--- config.mk ---
export PLATFORM = sky130hd
export DESIGN_NAME = hpt_cmd_seq
export DESIGN_NICKNAME = d
export VERILOG_FILES = /design/src/rtl/hpt_pkg.sv /design/src/rtl/hpt_io_dec.sv /design/src/rtl/hpt_addr_chk.sv /design/src/rtl/hpt_seq_core.sv /design/src/rtl/hpt_cmd_seq.sv
export SDC_FILE = /design/constraint.sdc
export NUM_CORES = 1
export LEC_CHECK = 0
export BUFFER_PORTS_ARGS = -buffer_cell sky130_fd_sc_hd__buf_2
export CAP_MARGIN = 30
export CELL_PAD_IN_SITES_DETAIL_PLACEMENT = 1
export CELL_PAD_IN_SITES_GLOBAL_PLACEMENT = 2
export CORE_AREA = 2 2 100 102
export CTS_BUF_LIST = sky130_fd_sc_hd__clkbuf_4 sky130_fd_sc_hd__clkbuf_8
export CTS_CLUSTER_DIAMETER = 40
export CTS_CLUSTER_SIZE = 28
export DETAILED_ROUTE_END_ITERATION = 6
export DIE_AREA = 0 0 102 104
export PLACE_DENSITY_LB_ADDON = 0.1
export RECOVER_POWER = 100
export SLEW_MARGIN = 20
export SYNTH_ARGS = -nofsm -noshare
export SYNTH_HDL_FRONTEND = slang
export SYNTH_HIERARCHICAL = 1
export SYNTH_SLANG_ARGS = --single-unit
--- constraint.sdc ---
create_clock -name clk -period 1.9 [get_ports clk]
set_input_delay 0.38 -clock clk [delete_from_list [all_inputs] [get_ports clk]]
set_output_delay 0.38 -clock clk [all_outputs]
set_load 0.03 [all_outputs]
--- src/rtl/hpt_pkg.sv ---
// Shared constants and types of the disk command sequencer.
// Assumes: function codes fit in 4 bits.
package hpt_pkg;
    localparam int FN_START_DMA = 3;
    localparam int FN_START_BUS = 7;
    localparam int FN_TERM      = 4;

    typedef enum logic [1:0] {
        SEQ_IDLE = 2'd0,
        SEQ_CW1  = 2'd1,
        SEQ_CW2  = 2'd2
    } seq_state_t;

    typedef struct packed {
        logic start;
        logic start_dma;
        logic term;
        logic out_acc;
        logic in_acc;
    } io_evt_t;
endpackage

--- src/rtl/hpt_io_dec.sv ---
// Strobe decoder: turns the four strobes and their function code into
// events for the sequencer core, and answers skip and reject in the same
// cycle from the current flags. Assumes at most one strobe per cycle.
module hpt_io_dec
    import hpt_pkg::*;
#(
    parameter int FUNC_W = 4
) (
    input  logic              ctl_stb,
    input  logic              out_stb,
    input  logic              in_stb,
    input  logic              sense_stb,
    input  logic [FUNC_W-1:0] func,
    input  logic              ready,
    input  logic              busy,
    input  logic              derr,
    input  logic              aerr,
    input  logic              irq,
    output io_evt_t           evt,
    output logic              skip,
    output logic              reject
);
    // Decode strobes into events and skip/reject responses.
    always_comb begin
        evt    = '0;
        skip   = 1'b0;
        reject = 1'b0;
        if (ctl_stb) begin
            if (func == FUNC_W'(FN_START_DMA)) begin
                evt.start     = 1'b1;
                evt.start_dma = 1'b1;
            end else if (func == FUNC_W'(FN_START_BUS)) begin
                evt.start = 1'b1;
            end else if (func == FUNC_W'(FN_TERM)) begin
                evt.term = 1'b1;
            end else begin
                reject = 1'b1;
            end
        end
        if (out_stb) begin
            if (func != '0) begin
                reject = 1'b1;
            end else if (ready) begin
                evt.out_acc = 1'b1;
                skip        = 1'b1;
            end
        end
        if (in_stb) begin
            if (func != '0) begin
                reject = 1'b1;
            end else if (ready) begin
                evt.in_acc = 1'b1;
                skip       = 1'b1;
            end
        end
        if (sense_stb) begin
            case (func)
                FUNC_W'(0): skip = ready;
                FUNC_W'(1): skip = !busy;
                FUNC_W'(2): skip = !derr;
                FUNC_W'(3): skip = !aerr;
                FUNC_W'(4): skip = !irq;
                default:    skip = 1'b0;
            endcase
        end
    end
endmodule

--- src/rtl/hpt_addr_chk.sv ---
// Address checker: validates a second command word against the stored
// surface, unit presence and configured surface count.
// Assumes WORDS_PER_TRACK is representable in CADDR_W-1 bits.
module hpt_addr_chk #(
    parameter int SURF_W          = 4,
    parameter int CADDR_W         = 12,
    parameter int WORDS_PER_TRACK = 1536
) (
    input  logic [CADDR_W-1:1] word_addr,
    input  logic [SURF_W-1:0]  surf,
    input  logic [SURF_W-1:0]  surf_cnt_m1,
    input  logic               unit_present,
    output logic               addr_ok
);
    localparam int WA_W = CADDR_W - 1;
    localparam logic [WA_W-1:0] WA_LIMIT = WA_W'(WORDS_PER_TRACK);

    // All three conditions must hold for an access to proceed.
    always_comb begin
        addr_ok = unit_present && (word_addr < WA_LIMIT) && (surf <= surf_cnt_m1);
    end
endmodule

--- src/rtl/hpt_seq_core.sv ---
// Sequencer core: holds the command-word state machine, the flags, the
// stored command fields and the data buffer. Events from the strobe
// decoder and the transfer engine are applied in one register process;
// engine events are assumed not to coincide with accepted strobes.
module hpt_seq_core
    import hpt_pkg::*;
#(
    parameter int DATA_W  = 16,
    parameter int SURF_W  = 4,
    parameter int TRACK_W = 6,
    parameter int CADDR_W = 12,
    parameter int TRK_LSB = 4
) (
    input  logic               clk,
    input  logic               rst_n,
    input  io_evt_t            evt,
    input  logic [DATA_W-1:0]  wdata,
    input  logic               addr_ok,
    input  logic               chan_assigned,
    input  logic               eng_rdy,
    input  logic [DATA_W-1:0]  eng_data,
    input  logic               eng_done,
    input  logic               eng_derr,
    output logic               busy,
    output logic               ready,
    output logic               eor,
    output logic               derr,
    output logic               aerr,
    output logic               irq,
    output logic               dma,
    output logic               chan_req,
    output logic               start_vld,
    output logic               cmd_write,
    output logic [SURF_W-1:0]  cmd_surf,
    output logic [TRACK_W-1:0] cmd_track,
    output logic [CADDR_W-1:0] cmd_caddr,
    output logic [DATA_W-1:0]  buf_q
);
    localparam int WR_BIT   = DATA_W - 1;
    localparam int SURF_LSB = TRK_LSB + TRACK_W;

    seq_state_t state;
    logic       dma_start;

    // DMA mode is only possible when a channel is attached.
    always_comb begin
        dma_start = evt.start_dma && chan_assigned;
    end

    // Sequencer state, flags, command fields and buffer.
    always_ff @(posedge clk) begin
        if (!rst_n) begin
            state     <= SEQ_IDLE;
            busy      <= 1'b0;
            ready     <= 1'b0;
            eor       <= 1'b0;
            derr      <= 1'b0;
            aerr      <= 1'b0;
            irq       <= 1'b0;
            dma       <= 1'b0;
            chan_req  <= 1'b0;
            start_vld <= 1'b0;
            cmd_write <= 1'b0;
            cmd_surf  <= '0;
            cmd_track <= '0;
            cmd_caddr <= '0;
            buf_q     <= '0;
        end else begin
            chan_req  <= 1'b0;
            start_vld <= 1'b0;
            if (evt.start && !busy) begin
                busy     <= 1'b1;
                eor      <= 1'b0;
                derr     <= 1'b0;
                aerr     <= 1'b0;
                dma      <= dma_start;
                state    <= SEQ_CW1;
                ready    <= 1'b1;
                chan_req <= dma_start;
            end
            if (evt.term) begin
                eor <= 1'b1;
                irq <= 1'b0;
            end
            if (evt.in_acc) begin
                ready <= 1'b0;
            end
            if (evt.out_acc) begin
                buf_q <= wdata;
                case (state)
                    SEQ_CW1: begin
                        cmd_write <= wdata[WR_BIT];
                        cmd_surf  <= wdata[SURF_LSB +: SURF_W];
                        cmd_track <= wdata[TRK_LSB +: TRACK_W];
                        state     <= SEQ_CW2;
                        chan_req  <= dma;
                    end
                    SEQ_CW2: begin
                        cmd_caddr <= wdata[CADDR_W-1:0];
                        state     <= SEQ_IDLE;
                        if (addr_ok) begin
                            ready     <= cmd_write;
                            chan_req  <= dma && cmd_write;
                            start_vld <= 1'b1;
                        end else begin
                            aerr  <= 1'b1;
                            busy  <= 1'b0;
                            irq   <= 1'b1;
                            ready <= 1'b0;
                        end
                    end
                    default: ready <= 1'b0;
                endcase
            end
            if (eng_rdy) begin
                ready    <= 1'b1;
                chan_req <= dma;
                if (!cmd_write) begin
                    buf_q <= eng_data;
                end
            end
            if (eng_done) begin
                busy <= 1'b0;
                irq  <= 1'b1;
                if (eng_derr) begin
                    derr <= 1'b1;
                end
            end
        end
    end
endmodule

--- src/rtl/hpt_cmd_seq.sv ---
// Top of the disk command sequencer: wires the strobe decoder, the
// address checker and the sequencer core. Assumes single-cycle strobes.
module hpt_cmd_seq
    import hpt_pkg::*;
#(
    parameter int DATA_W          = 16,
    parameter int FUNC_W          = 4,
    parameter int SURF_W          = 4,
    parameter int TRACK_W         = 6,
    parameter int CADDR_W         = 12,
    parameter int TRK_LSB         = 4,
    parameter int WORDS_PER_TRACK = 1536
) (
    input  logic               clk,
    input  logic               rst_n,
    input  logic               ctl_stb,
    input  logic               out_stb,
    input  logic               in_stb,
    input  logic               sense_stb,
    input  logic [FUNC_W-1:0]  func,
    input  logic [DATA_W-1:0]  wdata,
    output logic [DATA_W-1:0]  rdata,
    output logic               skip,
    output logic               reject,
    input  logic               chan_assigned,
    input  logic               unit_present,
    input  logic [SURF_W-1:0]  surf_cnt_m1,
    input  logic               eng_rdy,
    input  logic [DATA_W-1:0]  eng_data,
    input  logic               eng_done,
    input  logic               eng_derr,
    output logic               busy,
    output logic               word_rdy,
    output logic               end_rng,
    output logic               data_err,
    output logic               acc_err,
    output logic               irq,
    output logic               dma_mode,
    output logic               chan_req,
    output logic               start_vld,
    output logic               start_write,
    output logic [SURF_W-1:0]  start_surf,
    output logic [TRACK_W-1:0] start_track,
    output logic [CADDR_W-1:0] start_caddr,
    output logic [DATA_W-1:0]  xfer_wdata
);
    io_evt_t evt;
    logic    addr_ok;

    hpt_io_dec #(.FUNC_W(FUNC_W)) u_dec (
        .ctl_stb(ctl_stb), .out_stb(out_stb), .in_stb(in_stb),
        .sense_stb(sense_stb), .func(func), .ready(word_rdy),
        .busy(busy), .derr(data_err), .aerr(acc_err), .irq(irq),
        .evt(evt), .skip(skip), .reject(reject)
    );

    hpt_addr_chk #(
        .SURF_W(SURF_W), .CADDR_W(CADDR_W), .WORDS_PER_TRACK(WORDS_PER_TRACK)
    ) u_chk_addr (
        .word_addr(wdata[CADDR_W-1:1]), .surf(start_surf),
        .surf_cnt_m1(surf_cnt_m1), .unit_present(unit_present),
        .addr_ok(addr_ok)
    );

    hpt_seq_core #(
        .DATA_W(DATA_W), .SURF_W(SURF_W), .TRACK_W(TRACK_W),
        .CADDR_W(CADDR_W), .TRK_LSB(TRK_LSB)
    ) u_core (
        .clk(clk), .rst_n(rst_n), .evt(evt), .wdata(wdata),
        .addr_ok(addr_ok), .chan_assigned(chan_assigned),
        .eng_rdy(eng_rdy), .eng_data(eng_data), .eng_done(eng_done),
        .eng_derr(eng_derr), .busy(busy), .ready(word_rdy),
        .eor(end_rng), .derr(data_err), .aerr(acc_err), .irq(irq),
        .dma(dma_mode), .chan_req(chan_req), .start_vld(start_vld),
        .cmd_write(start_write), .cmd_surf(start_surf),
        .cmd_track(start_track), .cmd_caddr(start_caddr),
        .buf_q(xfer_wdata)
    );

    // Return the buffer only on an accepted input strobe.
    always_comb begin
        rdata = evt.in_acc ? xfer_wdata : '0;
    end
endmodule

==> results by group, run 1 <==
Layout
  • Layout cell share with drive strength beyond 1: 0.2895
  • Area added between synthesis and finish: 36.75%
  • Filler instances: 1,221
  • Diode count: 0
  • Post-route cell area: 3441 µm²
  • Nets: 474

Clocking
  • CTS sink count: 50
  • Clk slew on worst S/H paths: ~0.1 ns
  • CTS root buf: clkbuf_8
  • Bufs on Longest Clock Path: 2
  • CTS Hold Bufs: 0
  • TritonCTS clock tree: done
  • Cts bufs inserted: 5
  • H-tree levels: 2
  • Latest clock arrival within the worst-skew pair: 0.31 ns
  • Post-CTS Setup Inserts: 0

Drt
  • Antenna Nets Post-Route: 0
  • Drt wl/cell: about 15 µm
  • DRC Markers: 0
  • Wirelength, routed: 8.147 mm
  • Starting DRT DRC Count: 50
  • Vias per cell: 4.525
  • Vias: between 2,000 and 2,500
  • First-pass DRT Iterations: 4

Critical path
  • Worst path most repeated cell: buf_2
  • Endpoint type of the worst setup path: output pin
  • Crit Reg-Reg Endpoint: u_core/chan_req$_SDFF_PN0_
  • Reg2Reg Launch Point: u_core/cmd_surf[1]$_SDFFE_PN0P_
  • Crit-path slowest cell: and3_4
  • CP max FO: 17
  • Worst path cell trace: buf_2 > nor2_1 > and3_4 > and2_4 > buf_12 > and2_1 > buf_2
  • CP top delay family: simple AND/OR/NAND/NOR gates
  • Critical Path Max Stage Delay: ~0.21 ns
  • Reg2reg path depth: 7
  • CP required: 1.52 ns
  • Worst Setup Start Kind: primary input
  • Critical Path AT: ~1.4 ns
  • Crit Path Class: primary input to output pin
  • Worst reg2reg setup slack: roughly 0.15 ns
  • Worst Path Buf+Inv: 3

Synthesis
  • Synth Register Bits: 50
  • Post-synth EDFFs: 0
  • Top_reg_cell synth: dfxtp_1
  • Area leader, netlist: dfxtp_1
  • Cells after Synth: 285
  • Mean Syn Cell Area: 8.829 µm²
  • Seq/Total Area, Yosys: 0.3978
  • Synth cell types: 43
  • Syn_nets: around 340
  • Yosys warning count: 6
  • Top cells by count, synth: nand2_1, dfxtp_1, a21boi_1, o211a_1, mux2i_1
  • Ys async rst share: 0
  • Cell with the most instances after synthesis: nand2_1
  • Share of the synthesized area in the top cell type: 0.3978
  • Synth top area cells: dfxtp_1, nand2_1, o211a_1, mux2i_1, a21boi_1
  • Post-Syn Area: between 2000 and 3000 µm²

Timing
  • Fin crit share: 0.9534
  • RSZ-0062 raised after global routing: false
  • Max-Slew Margin vs Limit: 0.7171
  • Final setup fails: 0
  • Slew Limit Fails: 0
  • Fin crit period: 1.811 ns
  • Worst slew pin tran: 0.4262 ns
  • FMAX: ~550 MHz
  • Skew final: 0.005988 ns
  • Final hold vios: 0

Place
  • Placed Area: 3361 µm²
  • Gp weighted congestion: 0.8194
  • Post-DP HPWL: 6.206 mm
  • PortBufs: 116

Die
  • Row count: 36
  • Die Ht: 104 µm
  • I/O pins: about 120
  • Initial Util: 0.2635
  • Core box area: 9549 µm²
  • Die area: 10,610 µm²
  • Die X: 102 µm

GRT
  • Grt total ovfl: 0
  • Antenna violations before repair: 0
  • Number of global-route vias before repair: 2,573
  • Global-route wire length before repair: 13.06 mm
  • Largest net degree at the start of global routing: 29
  • Gr usage total: 0.1553

Min path
  • Worst Hold Endpoint: u_core/busy$_SDFF_PP0_
  • Hold Startpoint: eng_done
  • Hold crit path type: primary input to flop
  • Worst hold stages: 2

Power and ir drop
  • Lkg Pwr: 1.525 nW
  • Final Power: 2.187 mW
  • Power per cell area: around 640 nW/µm²
  • Max VDD drop: around 290 µV

Flow run
  • # Max-Cap Violations: 0

Run status
  • Status: complete, no violations
==> placed cells by master (no fill, tap or decap), types with 2 or more instances in the layout <==
cell type	count
buf_4	29
nor4_1	2
clkbuf_1	49
nor2b_1	7
and2_1	5
clkbuf_8	5
o21ai_0	3
nand2_1	70
and2_2	12
nor3_1	3
and2_0	3
dfxtp_1	48
nand2b_1	4
inv_1	8
clkbuf_4	3
nor2_1	7
mux2i_1	16
and4b_1	2
buf_2	52
dfxtp_2	2
a21boi_1	5
ha_1	6
o21ai_1	2
buf_12	2
a21oi_1	6
clkinv_2	2
a21boi_0	19
o2111ai_1	2
o21a_1	2
clkbuf_2	6
o211a_1	17
==> worst max-delay path by stage <==
stage	to	cells after the start	start
finish	rdata[10]	7	func[1]
global route	u_core/chan_req$_SDFF_PN0_	7	u_core/cmd_surf[1]$_SDFFE_PN0P_
CTS	rdata[14]	5	u_core/ready$_SDFF_PN0_
detailed placement	u_core/chan_req$_SDFF_PN0_	9	surf_cnt_m1[3]
global placement	u_core/chan_req$_SDFF_PN0_	8	func[1]
floorplan	u_core/chan_req$_SDFF_PN0_	7	u_core/cmd_surf[1]$_SDFFE_PN0P_
==> what timing repair did <==
action                                  in CTS  in global routing
resized for setup                           14                  5
endpoints found under the setup margin      14                 17
pin swaps                                    0                  0
==> registers in the layout, summed over array words and instances (netlist names) <==
| signal | cells |
|---|---|
| u_core/state | 2 |
| u_core/cmd_surf | 4 |
| u_core/ready | 1 |
| u_core/cmd_track | 6 |
| u_core/cmd_write | 1 |
| u_core/chan_req | 1 |
| u_core/aerr | 1 |
| u_core/cmd_caddr | 12 |
| u_core/derr | 1 |
| u_core/start_vld | 1 |
| u_core/eor | 1 |
| u_core/irq | 1 |
| u_core/dma | 1 |
| u_core/busy | 1 |
| u_core/buf_q | 16 |
==> metal layers <==
layer | up-vias | wire length (µm) | track usage
met3 | 4 | 412 | 0.03562
met1 | 1190 | 3705 | 0.1994
li1 | 1238 | - | -
met4 | 0 | 48 | 0.02571
met2 | 61 | 3981 | 0.2669
met5 | - | 0 | 0
==> report_power, final <==
part           internal [mW]  total (mW)  switching [mW]  leakage, nW
registers               1.08        1.10          0.0224        0.409
logic                  0.131       0.319           0.189         1.06
clock network          0.389       0.767           0.378       0.0579
total                   1.60        2.19           0.589         1.53
==> layout make-up <==
cell class	count	area [µm²]	area share
Sequential cell	50	1003	0.2916
Tap cell	133	166.4	0.04836
Multi-Input combinational cell	211	1378	0.4004
Timing Repair Buffer	141	754.5	0.2193
Inverter	8	30.03	0.008727
Clock inverter	3	40.04	0.01164
Clock buffer	5	68.82	0.02000
==> per-stage QoR <==
stage               setup slack [ns]  setup TNS (ns)  instances  hold WS, ns  utilization
detailed placement          -0.02411        -0.02411        543       0.4462       0.3519
CTS                        0.0003477               0        551       0.2755       0.3670
finish                       0.08856               0        551       0.2776       0.3603
global placement             0.02025               0        543       0.4384       0.3519
floorplan                    0.05396               0        285       0.4513            -
global route                0.002605               0        551       0.2870       0.3603
==> kinds of logic after synthesis <==
family,after synthesis,synth area share
adders and majority gates,6,0.02984
buffers and inverters,24,0.05768
AOI/OAI and AO/OA,63,0.2004
and+or+nand+nor,126,0.2506
DFF,50,0.3978
muxes,16,0.06365
Note: power is estimated with default switching activity, not from simulation.
==> inputs of run 2 (changes only) <==
BUFFER_PORTS_ARGS = -buffer_cell sky130_fd_sc_hd__buf_4   (was -buffer_cell sky130_fd_sc_hd__buf_2)
CAP_MARGIN = 20   (was 30)
==> run 2 against run 1 <==
Register-to-register slack barely moved. Wire length grew 3.5%. Cell count shrank 0.36%. Via count is essentially flat. Sequential share of layout area shrank 1.2 points. Non-clock buffer count is 2 lower. Sequential power hardly changed.
==> results by group, run 2 (same netlist as run 1, synthesis figures left out) <==
Run status
  • Status: complete, no violations

Die
  • Die Ht: 104 µm (unchanged)
  • Initial Util: 0.2635 (unchanged)
  • I/O pins: 117 (unchanged)
  • Die area: 10,610 µm² (unchanged)
  • Row count: 36 (unchanged)
  • Core box area: 9549 µm² (unchanged)
  • Die X: 102 µm (unchanged)

Timing
  • Max-Slew Margin vs Limit: 0.6742 (-0.04285)
  • Fin crit share: 0.9711 (+0.01766)
  • FMAX: 542.0 MHz (-1.8%)
  • RSZ-0062 raised after global routing: false
  • Final hold vios: 0 (unchanged)
  • Final worst slack: 0.05500 ns (-0.03356 ns)
  • Worst slew pin tran: 0.4886 ns (+0.06245 ns)
  • Slew Limit Fails: 0 (unchanged)
  • Skew final: 0.006766 ns (+0.0007787 ns)
  • Final TNS setup: 0 ns (unchanged)
  • Fin crit period: 1.845 ns (+0.03356 ns)
  • Final setup fails: 0 (unchanged)

GRT
  • Number of global-route vias before repair: 2,564 (-0.35%)
  • Global-route wire length before repair: 13.37 mm (+2.4%)
  • Grt total ovfl: 0 (unchanged)
  • Gr usage total: 0.1580 (+0.002748)
  • Antenna violations before repair: 0 (unchanged)
  • Largest net degree at the start of global routing: 52 (+79%)

Critical path
  • Worst path cell trace: buf_4 > o211ai_1 > o21ai_1 > a22o_1 > buf_4
  • Worst path most repeated cell: buf_4
  • Reg2reg path depth: 7 (unchanged)
  • Crit Reg-Reg Endpoint: u_core/cmd_surf[0]$_SDFFE_PN0P_
  • Crit-path slowest cell: dfxtp_4
  • Reg2Reg Launch Point: u_core/ready$_SDFF_PN0_
  • Critical Path Max Stage Delay: 0.37 ns (+0.16 ns)
  • Worst reg2reg setup slack: 0.15 ns (about the same)
  • Crit Path Class: flop to output pin
  • Worst Setup Start Kind: flop
  • Critical Path AT: 1.47 ns (+0.04 ns)
  • Endpoint type of the worst setup path: output pin
  • CP required: 1.52 ns (about the same)
  • CP max FO: 3 (-14)

Drt
  • First-pass DRT Iterations: 4 (unchanged)
  • Antenna Nets Post-Route: 0 (unchanged)
  • DRC Markers: 0 (unchanged)
  • Vias: 2,495 (+0.080%)
  • Met1 Wirelength: 3.798 mm (+2.5%)
  • Met3 wire len: 453 µm (+10%)
  • Wirelength, routed: 8.429 mm (+3.5%)
  • Starting DRT DRC Count: 53 (+6.0%)
  • Max Used Layer: met4
  • Vias per cell: 4.545 (+0.44%)
  • DR WL met2: 4.128 mm (+3.7%)
  • Drt wl/cell: 15.35 µm (+3.8%)

Power and ir drop
  • NetSw: 0.6037 mW (+2.4%)
  • Power share of the combinational group: 0.157 (+0.011)
  • Int Pwr: 1.633 mW (+2.2%)
  • Power per cell area: 621.9 nW/µm² (-2.1%)
  • Flop pwr share: 0.492 (-0.011)
  • Final Power: 2.236 mW (+2.3%)
  • Clock share of power: 0.351 (about the same)
  • Lkg Pwr: 1.563 nW (+2.5%)
  • Max VDD drop: 267.2 µV (-7.2%)
  • Net Sw Frac: 0.2699 (+0.0004548)

Clocking
  • Latest clock arrival within the worst-skew pair: 0.30 ns (about the same)
  • CTS sink count: 50 (unchanged)
  • TritonCTS clock tree: done
  • CTS root buf: clkbuf_8
  • Cts bufs inserted: 5 (unchanged)
  • Clk slew on worst S/H paths: 0.10 ns (about the same)
  • Bufs on Longest Clock Path: 2 (unchanged)
  • H-tree levels: 2 (unchanged)
  • CTS Hold Bufs: 0 (unchanged)

Min path
  • Hold crit path type: primary input to flop
  • Hold Startpoint: eng_done
  • Worst hold stages: 2 (unchanged)
  • Worst Hold Endpoint: u_core/busy$_SDFF_PP0_

Layout
  • Area of the multi-input gates: 1383 µm² (+0.36%)
  • Fin util: 0.3766 (+0.01625)
  • Largest register FFs: 16 (unchanged)
  • Commonest non-fill, non-tap cell in the layout: buf_4
  • Diode count: 0 (unchanged)
  • Most frequent cells in the layout: buf_4, nand2_1, clkbuf_1, dfxtp_1, a21boi_0
  • Layout cell share with drive strength beyond 1: 0.2885 (-0.001012)
  • Top Registers: u_core/buf_q (16), u_core/cmd_caddr (12), u_core/cmd_track (6)
  • Most flops, register: u_core/buf_q
  • Filler instances: 1,200 (-1.7%)
  • Nets: 472 (-0.42%)
  • Register Area: 1005 µm² (+0.12%)
  • Post-route insts no fill: 549 (-0.36%)
  • Area added between synthesis and finish: 42.91%

Place
  • Post-DP HPWL: 6.445 mm (+3.8%)
  • Gp weighted congestion: 0.8266 (+0.88%)
  • DP Worst Slack: -0.02611 ns (-0.001995 ns)
  • Dpl cells: 540 (-0.55%)
  • PortBufs: 116 (unchanged)

Flow run
  • # Max-Cap Violations: 0 (unchanged)
==> run 2: cell types whose count changed in the layout (fill, tap and decap cells not counted), moves of 2 or more <==
cell,delta
buf_2,-52
buf_4,+50
dfxtp_2,-2
buf_12,+2
nor2_1,-2
clkbuf_2,-2
nor2_2,+2
==> run 2: layout make-up <==
type / count / share of cell area
repair buffers: 139 / 0.2502
clock buffers: 5 / 0.01914
multi-input cells: 211 / 0.3845
clock inverters: 3 / 0.01218
well taps: 133 / 0.04628
inverters: 8 / 0.008351
flip-flops and latches: 50 / 0.2794
==> run 2: stage by stage <==
step	hold slack [ns]	cell area, µm²
after floorplan	0.4513	2516
after global routing	0.2531	3596
after detailed placement	0.4499	3666
after global placement	0.4419	3666
final	0.2512	3596
after CTS	0.2487	3792
==> run 2: worst max path at each step <==
stage | cells past startpoint | start | end | slack [ns]
floorplan | 7 | u_core/cmd_surf[1]$_SDFFE_PN0P_ | u_core/chan_req$_SDFF_PN0_ | 0.05
global placement | 9 | surf_cnt_m1[1] | u_core/chan_req$_SDFF_PN0_ | 0.03
detailed placement | 9 | surf_cnt_m1[3] | u_core/chan_req$_SDFF_PN0_ | -0.03
CTS | 5 | u_core/ready$_SDFF_PN0_ | rdata[15] | 0.03
global route | 7 | u_core/cmd_surf[1]$_SDFFE_PN0P_ | u_core/ready$_SDFF_PN0_ | 0.006
finish | 5 | u_core/ready$_SDFF_PN0_ | skip | 0.05
==> run 2: critical path: cells and delay by family, from the launching register on <==
family          cells  cell delay, ns
compound gates      3            0.47
buf+inv             2            0.32
flops               1            0.37
==> run 2: per-layer routing <==
layer | global-route usage | vias to the layer above
met5 | 0 | -
met4 | 0.02571 | 0
met3 | 0.03427 | 4
met2 | 0.2669 | 68
met1 | 0.2085 | 1190
li1 | - | 1233
==> run 2: repair_timing <==
action / CTS / global route
setup endpoints to repair: 16 / 14
setup buffers: 1 / 0
resized for setup: 3 / 3
==> run 2: power by group through the flow <==
stage          combinational [mW]  clock, mW  sequential (mW)
6_report                    0.351      0.785             1.10
3_3_place_gp                0.369          0             1.13
5_1_grt                     0.382      0.859             1.11
2_1_floorplan               0.123          0             1.18
4_1_cts                     0.379      0.807             1.10
3_5_place_dp                0.374          0             1.13
